$ cat config.mk
export PLATFORM = sky130hd
export DESIGN_NAME = spi_rx_status
export DESIGN_NICKNAME = d
export VERILOG_FILES = /design/src/rtl/spi_rxs_pkg.sv /design/src/rtl/rxs_compare.sv /design/src/rtl/rxs_full_fsm.sv /design/src/rtl/rxs_match_fsm.sv /design/src/rtl/spi_rx_status.sv
export SDC_FILE = /design/constraint.sdc
export NUM_CORES = 1
export LEC_CHECK = 0
export ABC_AREA = 1
export CAP_MARGIN = 20
export CORE_MARGIN = 2
export CORE_UTILIZATION = 45
export CTS_BUF_LIST = sky130_fd_sc_hd__clkbuf_4
export DETAILED_ROUTE_END_ITERATION = 12
export GPL_ROUTABILITY_DRIVEN = 0
export PLACE_DENSITY_LB_ADDON = 0.12
export SLEW_MARGIN = 20
export SYNTH_ARGS = -nofsm -noshare
export SYNTH_HDL_FRONTEND = slang
export SYNTH_SLANG_ARGS = --single-unit
$ cat constraint.sdc
create_clock -name clk -period 1.5 [get_ports clk]
set_clock_uncertainty 0.15 [all_clocks]
set_input_delay 0.3 -clock clk [delete_from_list [all_inputs] [get_ports clk]]
set_output_delay 0.3 -clock clk [all_outputs]
set_load 0.005 [all_outputs]
$ cat src/rtl/spi_rxs_pkg.sv
package spi_rxs_pkg;
    typedef enum logic [1:0] {
        RF_EMPTY = 2'd0,
        RF_FULL  = 2'd1,
        RF_ARMED = 2'd2
    } rf_state_t;

    typedef enum logic [1:0] {
        MF_CLEAR = 2'd0,
        MF_SET   = 2'd1,
        MF_ARMED = 2'd2
    } mf_state_t;
endpackage

$ cat src/rtl/rxs_compare.sv
module rxs_compare #(
    parameter int DATA_W   = 16,
    parameter int NARROW_W = 8
) (
    input  logic [DATA_W-1:0] rx_value,
    input  logic [DATA_W-1:0] ref_value,
    input  logic              wide,
    output logic              hit
);
    localparam int UPPER_W = DATA_W - NARROW_W;

    logic low_eq;
    logic high_eq;

    assign low_eq = (rx_value[NARROW_W-1:0] == ref_value[NARROW_W-1:0]);

    generate
        if (UPPER_W > 0) begin : g_upper
            assign high_eq = (rx_value[DATA_W-1:NARROW_W] == ref_value[DATA_W-1:NARROW_W]);
        end else begin : g_no_upper
            assign high_eq = 1'b1;
        end
    endgenerate

    // Narrow frames ignore the upper byte entirely.
    assign hit = low_eq & (high_eq | ~wide);
endmodule

$ cat src/rtl/rxs_full_fsm.sv
module rxs_full_fsm
    import spi_rxs_pkg::*;
(
    input  logic clk,
    input  logic rst_n,
    input  logic fifo_mode,
    input  logic fifo_full,
    input  logic frame_done,
    input  logic stat_rd,
    input  logic data_rd,
    input  logic dma_en,
    input  logic dma_done,
    output logic full
);
    rf_state_t state_q;
    rf_state_t state_d;
    logic      clear_evt;

    always_comb begin
        clear_evt = dma_en ? dma_done : data_rd;
    end

    always_comb begin
        state_d = state_q;
        if (fifo_mode) begin
            state_d = fifo_full ? RF_FULL : RF_EMPTY;
        end else begin
            unique case (state_q)
                RF_EMPTY: begin
                    if (frame_done) state_d = RF_FULL;
                end
                RF_FULL: begin
                    if (dma_en && dma_done)
                        state_d = frame_done ? RF_FULL : RF_EMPTY;
                    else if (stat_rd)
                        state_d = RF_ARMED;
                end
                RF_ARMED: begin
                    if (clear_evt)
                        state_d = frame_done ? RF_FULL : RF_EMPTY;
                end
                default: state_d = RF_EMPTY;
            endcase
        end
    end

    always_ff @(posedge clk) begin
        if (!rst_n) state_q <= RF_EMPTY;
        else        state_q <= state_d;
    end

    always_comb begin
        full = (state_q != RF_EMPTY);
    end

    p_frame_sets_full_r2: assert property (@(posedge clk) disable iff (!rst_n)
        (!fifo_mode && frame_done) |=> full);

    p_fifo_follows_r6: assert property (@(posedge clk) disable iff (!rst_n)
        fifo_mode |=> (full == $past(fifo_full)));

    p_dma_clears_r4: assert property (@(posedge clk) disable iff (!rst_n)
        (!fifo_mode && dma_en && dma_done && !frame_done && full) |=> !full);

    p_unarmed_holds_r3: assert property (@(posedge clk) disable iff (!rst_n)
        (!fifo_mode && state_q == RF_FULL && !(dma_en && dma_done)) |=> full);

    p_state_legal: assert property (@(posedge clk) disable iff (!rst_n)
        state_q != 2'd3);
endmodule

$ cat src/rtl/rxs_match_fsm.sv
module rxs_match_fsm
    import spi_rxs_pkg::*;
(
    input  logic clk,
    input  logic rst_n,
    input  logic full,
    input  logic hit,
    input  logic frame_done,
    input  logic stat_rd,
    input  logic clr_wr,
    output logic match
);
    mf_state_t state_q;
    mf_state_t state_d;
    logic      pending_q;
    logic      eval;
    logic      set_evt;

    // One evaluation per frame, once the receive flag is already up.
    always_comb begin
        eval    = pending_q && full;
        set_evt = eval && hit;
    end

    always_comb begin
        state_d = state_q;
        unique case (state_q)
            MF_CLEAR: begin
                if (set_evt) state_d = MF_SET;
            end
            MF_SET: begin
                if (stat_rd) state_d = MF_ARMED;
            end
            MF_ARMED: begin
                if (clr_wr) state_d = set_evt ? MF_SET : MF_CLEAR;
            end
            default: state_d = MF_CLEAR;
        endcase
    end

    always_ff @(posedge clk) begin
        if (!rst_n) begin
            state_q   <= MF_CLEAR;
            pending_q <= 1'b0;
        end else begin
            state_q <= state_d;
            if (frame_done)  pending_q <= 1'b1;
            else if (eval)   pending_q <= 1'b0;
        end
    end

    always_comb begin
        match = (state_q != MF_CLEAR);
    end

    p_match_after_full_r7: assert property (@(posedge clk) disable iff (!rst_n)
        $rose(match) |-> $past(full));

    p_w1_unarmed_r10: assert property (@(posedge clk) disable iff (!rst_n)
        (state_q == MF_SET && clr_wr) |=> match);

    p_mstate_legal: assert property (@(posedge clk) disable iff (!rst_n)
        state_q != 2'd3);
endmodule

$ cat src/rtl/spi_rx_status.sv
module spi_rx_status #(
    parameter int DATA_W   = 16,
    parameter int NARROW_W = 8
) (
    input  logic              clk,
    input  logic              rst_n,
    input  logic              frame_done,
    input  logic [DATA_W-1:0] frame_data,
    input  logic              wide_mode,
    input  logic              fifo_mode,
    input  logic              fifo_full,
    input  logic              dma_rx_en,
    input  logic              dma_rx_done,
    input  logic              match_we,
    input  logic [DATA_W-1:0] match_wdata,
    input  logic              stat_rd,
    input  logic              data_rd,
    input  logic              stat_wr,
    input  logic              clr_match,
    output logic              rx_full,
    output logic              match_flag,
    output logic [DATA_W-1:0] rx_data
);
    logic [DATA_W-1:0] rx_data_q;
    logic [DATA_W-1:0] match_q;
    logic              hit;

    always_ff @(posedge clk) begin
        if (!rst_n) begin
            rx_data_q <= '0;
            match_q   <= '0;
        end else begin
            if (frame_done) rx_data_q <= frame_data;
            if (match_we)   match_q   <= match_wdata;
        end
    end

    assign rx_data = rx_data_q;

    rxs_compare #(.DATA_W(DATA_W), .NARROW_W(NARROW_W)) u_cmp (
        .rx_value  (rx_data_q),
        .ref_value (match_q),
        .wide      (wide_mode),
        .hit       (hit)
    );

    rxs_full_fsm u_full (
        .clk        (clk),
        .rst_n      (rst_n),
        .fifo_mode  (fifo_mode),
        .fifo_full  (fifo_full),
        .frame_done (frame_done),
        .stat_rd    (stat_rd),
        .data_rd    (data_rd),
        .dma_en     (dma_rx_en),
        .dma_done   (dma_rx_done),
        .full       (rx_full)
    );

    rxs_match_fsm u_match (
        .clk        (clk),
        .rst_n      (rst_n),
        .full       (rx_full),
        .hit        (hit),
        .frame_done (frame_done),
        .stat_rd    (stat_rd),
        .clr_wr     (stat_wr && clr_match),
        .match      (match_flag)
    );

    p_data_load_r2: assert property (@(posedge clk) disable iff (!rst_n)
        frame_done |=> (rx_data == $past(frame_data)));
endmodule

==> results.py, run 1 <==
metrics = {
    "synth": {
        "synth_cell_type_count": 19,
        "syn_inst": 234,
        "ys_seq_area_share_pct": 45.7,
        "synth_edf_count": 0,
        "synth_warnings": 0,
        "postSynth.asyncResetShare_pct": 0,
        "synthFlopType": "dfxtp_1",
        "ys_ff_latch": 37,
        "syn-num-nets": 279,
        "syn_avg_cell_area_sq_um": 6.92,
        "syn-cell-area_sq_um": 1620,
    },
    "floorplan": {
        "fp.dieW_um": 64.0,
        "die_h_um": 64.0,
        "ios": 63,
        "core_sq_um": 3390,
        "dieArea_sq_um": 4100,
        "initial_core_util_pct": 47.8,
        "std_cell_rows": 21,
    },
    "detailed_routing": {
        "drtIter0Drc": 75,
        "wl_per_cell_um": 11.0,
        "antenna_left": 0,
        "vias": 1722,
        "dr.pass1.iters": 4,
        "drt_wl_total_um": 4110,
        "drc": 0,
        "viasPerCell": 4.62,
    },
    "critical_path": {
        "cp.required_ps": 1050,
        "crit_slowest_cell": "dfxtp_4",
        "r2r_cells": 9,
        "r2r-end": "u_match.state_q[0]$_SDFFE_PN0P_",
        "end_kind": "output pin",
        "r2r_start": "u_match.state_q[0]$_SDFFE_PN0P_",
        "startpoint_type": "register",
        "crit_type": "register to output pin",
        "cpPeakStageDelay_ps": 360,
        "path_max_fanout": 2,
        "cp_cell_sequence": "nor2_4, inv_2, buf_2",
        "worstPathArrival_ps": 960,
        "ff2ff_setup_slack_ps": 120,
    },
    "timing": {
        "drv_slew": 0,
        "hold_slack_ps": 332,
        "finalSetupViolCount": 0,
        "tightest_slew_ps": 215,
        "grt_setup_unrepaired": "no",
        "max_freq_mhz": 707,
        "setup_slack_ps": 85.6,
        "fin_crit_sh_pct": 94.3,
        "relSlewSlack_pct": 85.6,
        "post-route-min-period_ps": 1410,
        "hold_viol_final": 0,
    },
    "worst_hold_path": {
        "hp-class": "register to register",
        "hold_path_depth": 2,
        "hp-start": "match_q[6]$_SDFFE_PN0P_",
        "worstHoldEndpoint": "match_q[6]$_SDFFE_PN0P_",
    },
    "global_route": {
        "grt.total_usage_pct": 21.4,
        "grt_pass1_vias": 1679,
        "grt_overflow": 0,
        "grt_pass1_wl_um": 6960,
        "antenna_found_initial": 0,
        "grt_max_degree": 34,
    },
    "finish": {
        "final_layout_size_suffix_gt1_share_pct": 20.8,
        "final_area_sq_um": 2600,
        "final_net_count": 371,
        "fin_util_pct": 76.7,
        "fillers": 251,
        "final_common_cell": "nor2_1",
        "areaGrowthSynthToFinish_pct": 60.5,
        "final_cell_mix": "45 x nor2_1, 44 x clkdlybuf4s50_1, 41 x nand2_1",
        "antenna_cells": 0,
    },
    "clock_tree": {
        "cts_buffers": 5,
        "tritoncts": "yes",
        "htreeDepth": 2,
        "clk_path_buf_depth": 2,
        "clock_latency_ps": 330,
        "path_clk_slew_ps": 100,
        "clockRootBuffer": "clkbuf_4",
        "cts_sinks": 37,
    },
    "pwr": {
        "switching_share_pct": 25.4,
        "p_sw_w": 0.000537,
        "p_int_w": 0.00158,
        "power.total_w": 0.00211,
        "power_frac_comb_pct": 22.6,
        "cellPowerDensity_nw_per_um2": 812,
        "p_leak_nw": 1.24,
        "pwr-share-seq_pct": 51.7,
        "clkPwrFrac_pct": 25.7,
        "max-vdd-ir-drop_mv": 0.551,
    },
    "placed_design": {
        "port-buffer-count": 62,
        "placed_cell_area_sq_um": 2400,
        "pre_cts_ws_ps": -118,
        "place_hpwl_um": 2830,
    },
    "outcome": {
        "status": "finished clean",
    },
    "run": {
        "drv_cap": 0,
    },
}
## layout make-up
class	count	area, sq um	share of cell area (%)
clock buffers	8	60.1	2.31
repair buffers	93	866	33.3
flip-flops and latches	37	768	29.5
well taps	46	57.6	2.21
multi-input cells	159	737	28.3
inverters	30	113	4.33
## cell usage after synthesis (3+ instances only)
library cell,n,area share (%)
nor2_1,45,10
nand2_1,41,9.5
dfxtp_1,37,46
o21ai_0,33,10
inv_1,29,6.7
a21oi_1,20,6.2
buf_2,4,1.2
clkbuf_1,4,0.93
xnor2_1,4,2.2
xor2_1,4,2.2
nand3_1,3,0.93
nor2_2,3,1.2
## power by group through the flow
stage,Combinational (W),Clock [W],Sequential (W)
finish,0.000478,0.000542,0.00109
global route,0.000534,0.000605,0.00110
CTS,0.000480,0.000560,0.00109
detailed placement,0.000450,0,0.00112
global placement,0.000445,0,0.00111
floorplan,0.000188,0,0.00111
## flip-flops by register name, summed over array words and instances (netlist names)
| register | count |
|---|---|
| u_match.state_q | 2 |
| u_match.pending_q | 1 |
| match_q | 16 |
| u_full.state_q | 2 |
| rx_data | 16 |
## worst max-delay path by stage
stage	slack [ps]	start	depth (start not counted)	end
6_report	90	u_full.state_q[0]$_SDFFE_PN0P_	3	rx_full
5_1_grt	20	u_match.state_q[0]$_SDFFE_PN0P_	9	u_match.state_q[0]$_SDFFE_PN0P_
4_1_cts	20	u_match.state_q[1]$_SDFFE_PN0P_	3	match_flag
3_5_place_dp	-120	dma_rx_en	9	u_full.state_q[0]$_SDFFE_PN0P_
3_3_place_gp	-80	dma_rx_en	9	u_full.state_q[1]$_SDFFE_PN0P_
2_1_floorplan	360	u_full.state_q[0]$_SDFFE_PN0P_	9	u_full.state_q[0]$_SDFFE_PN0P_
## worst max-delay path, delay by kind of cell, from the launching register on
kind	cells	cell delay (ps)
buf+inv	2	160
simple gates	1	120
flops	1	360
## layer usage
layer / GRT usage [%] / routed length, um / part of all wire, %
met2: 38.0 / 2010 / 49
met3: 5.28 / 257 / 6.3
met4: 6.52 / 38 / 0.93
met5: 0 / 0 / 0
met1: 25.0 / 1800 / 44
## stage by stage
stage	TNS, ps	cells
after floorplan	0	234
after global placement	-194	347
after detailed placement	-350	347
after CTS	0	371
after global routing	0	373
final	0	373
## cell families (layout without fill, tap and decap cells)
kind of cell              after synthesis  count (layout)  synth area share [%]
buffers and inverters                  38             131                  9.11
xor gates and xnor gates                8               8                  4.32
AOI/OAI and AO/OA                      56              56                  17.8
DFF                                    37              37                  45.7
and+or+nand+nor                        95              95                  23.1
## repair_timing
item / CTS / global route
gates cloned: 0 / 0
endpoints found under the setup margin: 18 / 1
resized for setup: 44 / 2
buffers inserted: 16 / 2
hold buffers: 0 / 0
pin swaps: 1 / 0
hold endpoints to repair: 0 / 0
Note: power is estimated with default switching activity, not from simulation.
==> run 2: changes to the inputs <==
CTS_CLUSTER_DIAMETER = 150   (was default)
==> results of run 2 <==
Final layout, timing and power as in run 1 (identical DEF).
==> run 3: changes to the inputs <==
CTS_CLUSTER_SIZE = 28   (was default)
TNS_END_PERCENT = 10   (was default)
==> results.py, run 3 (synthesis results as in run 1) <==
metrics = {
    "detailed_routing": {
        "viasPerCell": 4.65,
        "antenna_left": 0,
        "drc": 0,
        "vias": 1659,
        "drt_wl_total_um": 3850,
        "dr.pass1.iters": 4,
        "drtIter0Drc": 56,
        "wl_per_cell_um": 10.8,
    },
    "pwr": {
        "cellPowerDensity_nw_per_um2": 835,
        "max-vdd-ir-drop_mv": 0.552,
        "p_leak_nw": 1.16,
    },
    "critical_path": {
        "startpoint_type": "register",
        "end_kind": "output pin",
        "path_max_fanout": 4,
        "crit_type": "register to output pin",
        "cp.required_ps": 1050,
        "worstPathArrival_ps": 960,
    },
    "global_route": {
        "grt_overflow": 0,
        "antenna_found_initial": 0,
        "grt_max_degree": 34,
        "grt_pass1_wl_um": 6670,
        "grt_pass1_vias": 1600,
        "grt.total_usage_pct": 20.5,
    },
    "timing": {
        "finalSetupViolCount": 0,
        "post-route-min-period_ps": 1410,
        "hold_slack_ps": 330,
        "drv_slew": 0,
        "tightest_slew_ps": 213,
        "max_freq_mhz": 707,
        "grt_setup_unrepaired": "no",
        "fin_crit_sh_pct": 94.3,
        "relSlewSlack_pct": 85.7,
        "hold_viol_final": 0,
    },
    "floorplan": {
        "initial_core_util_pct": 47.8,
        "dieArea_sq_um": 4100,
        "ios": 63,
        "core_sq_um": 3390,
        "die_h_um": 64.0,
        "std_cell_rows": 21,
        "fp.dieW_um": 64.0,
    },
    "run": {
        "drv_cap": 0,
    },
    "clock_tree": {
        "clock_latency_ps": 330,
        "clk_path_buf_depth": 2,
        "tritoncts": "yes",
        "clockRootBuffer": "clkbuf_4",
        "cts_buffers": 5,
        "htreeDepth": 2,
        "cts_sinks": 37,
        "path_clk_slew_ps": 110,
    },
    "finish": {
        "fin_util_pct": 73.2,
        "final_cell_mix": "45 x nor2_1, 44 x clkdlybuf4s50_1, 41 x nand2_1",
        "antenna_cells": 0,
        "final_layout_size_suffix_gt1_share_pct": 16.7,
        "final_net_count": 355,
        "final_common_cell": "nor2_1",
        "areaGrowthSynthToFinish_pct": 53.1,
    },
    "worst_hold_path": {
        "hp-class": "register to register",
    },
    "outcome": {
        "status": "finished clean",
    },
    "placed_design": {
        "port-buffer-count": 62,
        "place_hpwl_um": 2830,
    },
}
-- run 3: cell types whose count changed in the layout (fill, tap and decap cells not counted) --
cell | before | now
buf_2 | 1 | 0
buf_4 | 28 | 12
clkbuf_2 | 0 | 1
-- run 3: power by group --
part	internal [W]	total, W	leakage (nW)	switching, W
logic	0.000249	0.000429	0.805	0.000180
registers	0.00105	0.00110	0.314	0.0000465
clock network	0.000241	0.000542	0.0368	0.000300
-- run 3: final timing paths --
check	startpoint	to	slack (ps)	cells after the start
hold reg to reg	match_q[8]$_SDFFE_PN0P_	match_q[8]$_SDFFE_PN0P_	330	2
setup / recovery	u_full.state_q[0]$_SDFFE_PN0P_	rx_full	90	3
setup reg to reg	u_full.state_q[0]$_SDFFE_PN0P_	u_full.state_q[1]$_SDFFE_PN0P_	210	7
hold / removal	match_q[8]$_SDFFE_PN0P_	match_q[8]$_SDFFE_PN0P_	330	2
-- run 3: per-stage QoR --
| step | cells | power [W] | TNS, ps | area, sq um | setup WS [ps] |
|---|---|---|---|---|---|
| after floorplan | 234 | 0.00130 | 0 | 1620 | 362 |
| after global placement | 347 | 0.00156 | -194 | 2400 | -79.4 |
| after detailed placement | 347 | 0.00157 | -350 | 2400 | -118 |
| after CTS | 357 | 0.00210 | -57.4 | 2480 | -57.4 |
| after global routing | 357 | 0.00220 | 0 | 2480 | 21.8 |
| final | 357 | 0.00207 | 0 | 2480 | 86.2 |
-- run 3: layer usage --
| metal | up-vias | global-route usage [%] | share of wire, % |
|---|---|---|---|
| met4 | 0 | 6.52 | 1.3 |
| met2 | 46 | 35.5 | 46 |
| met1 | 723 | 24.5 | 47 |
| met3 | 6 | 5.28 | 5.6 |
| met5 | - | 0 | 0 |
| li1 | 884 | - | - |
-- run 3: timing repair --
action	in CTS	in global routing
hold buffers	0	0
gates resized for setup	41	4
pin swaps	0	1
buffers inserted	2	0
setup endpoints to repair	18	2
-- run 3: layout make-up --
class,instances,area [sq um]
multi-input cells,159,737
fillers,268,908
well taps,46,57.6
flip-flops and latches,37,768
repair buffers,77,746
clock buffers,8,60.1
inverters,30,113
-- run 3: worst max-delay path: stages, from the launching register on --
cell	delay, ps
dfxtp_4	370
nor2_4	120
inv_2	50
clkbuf_2	100
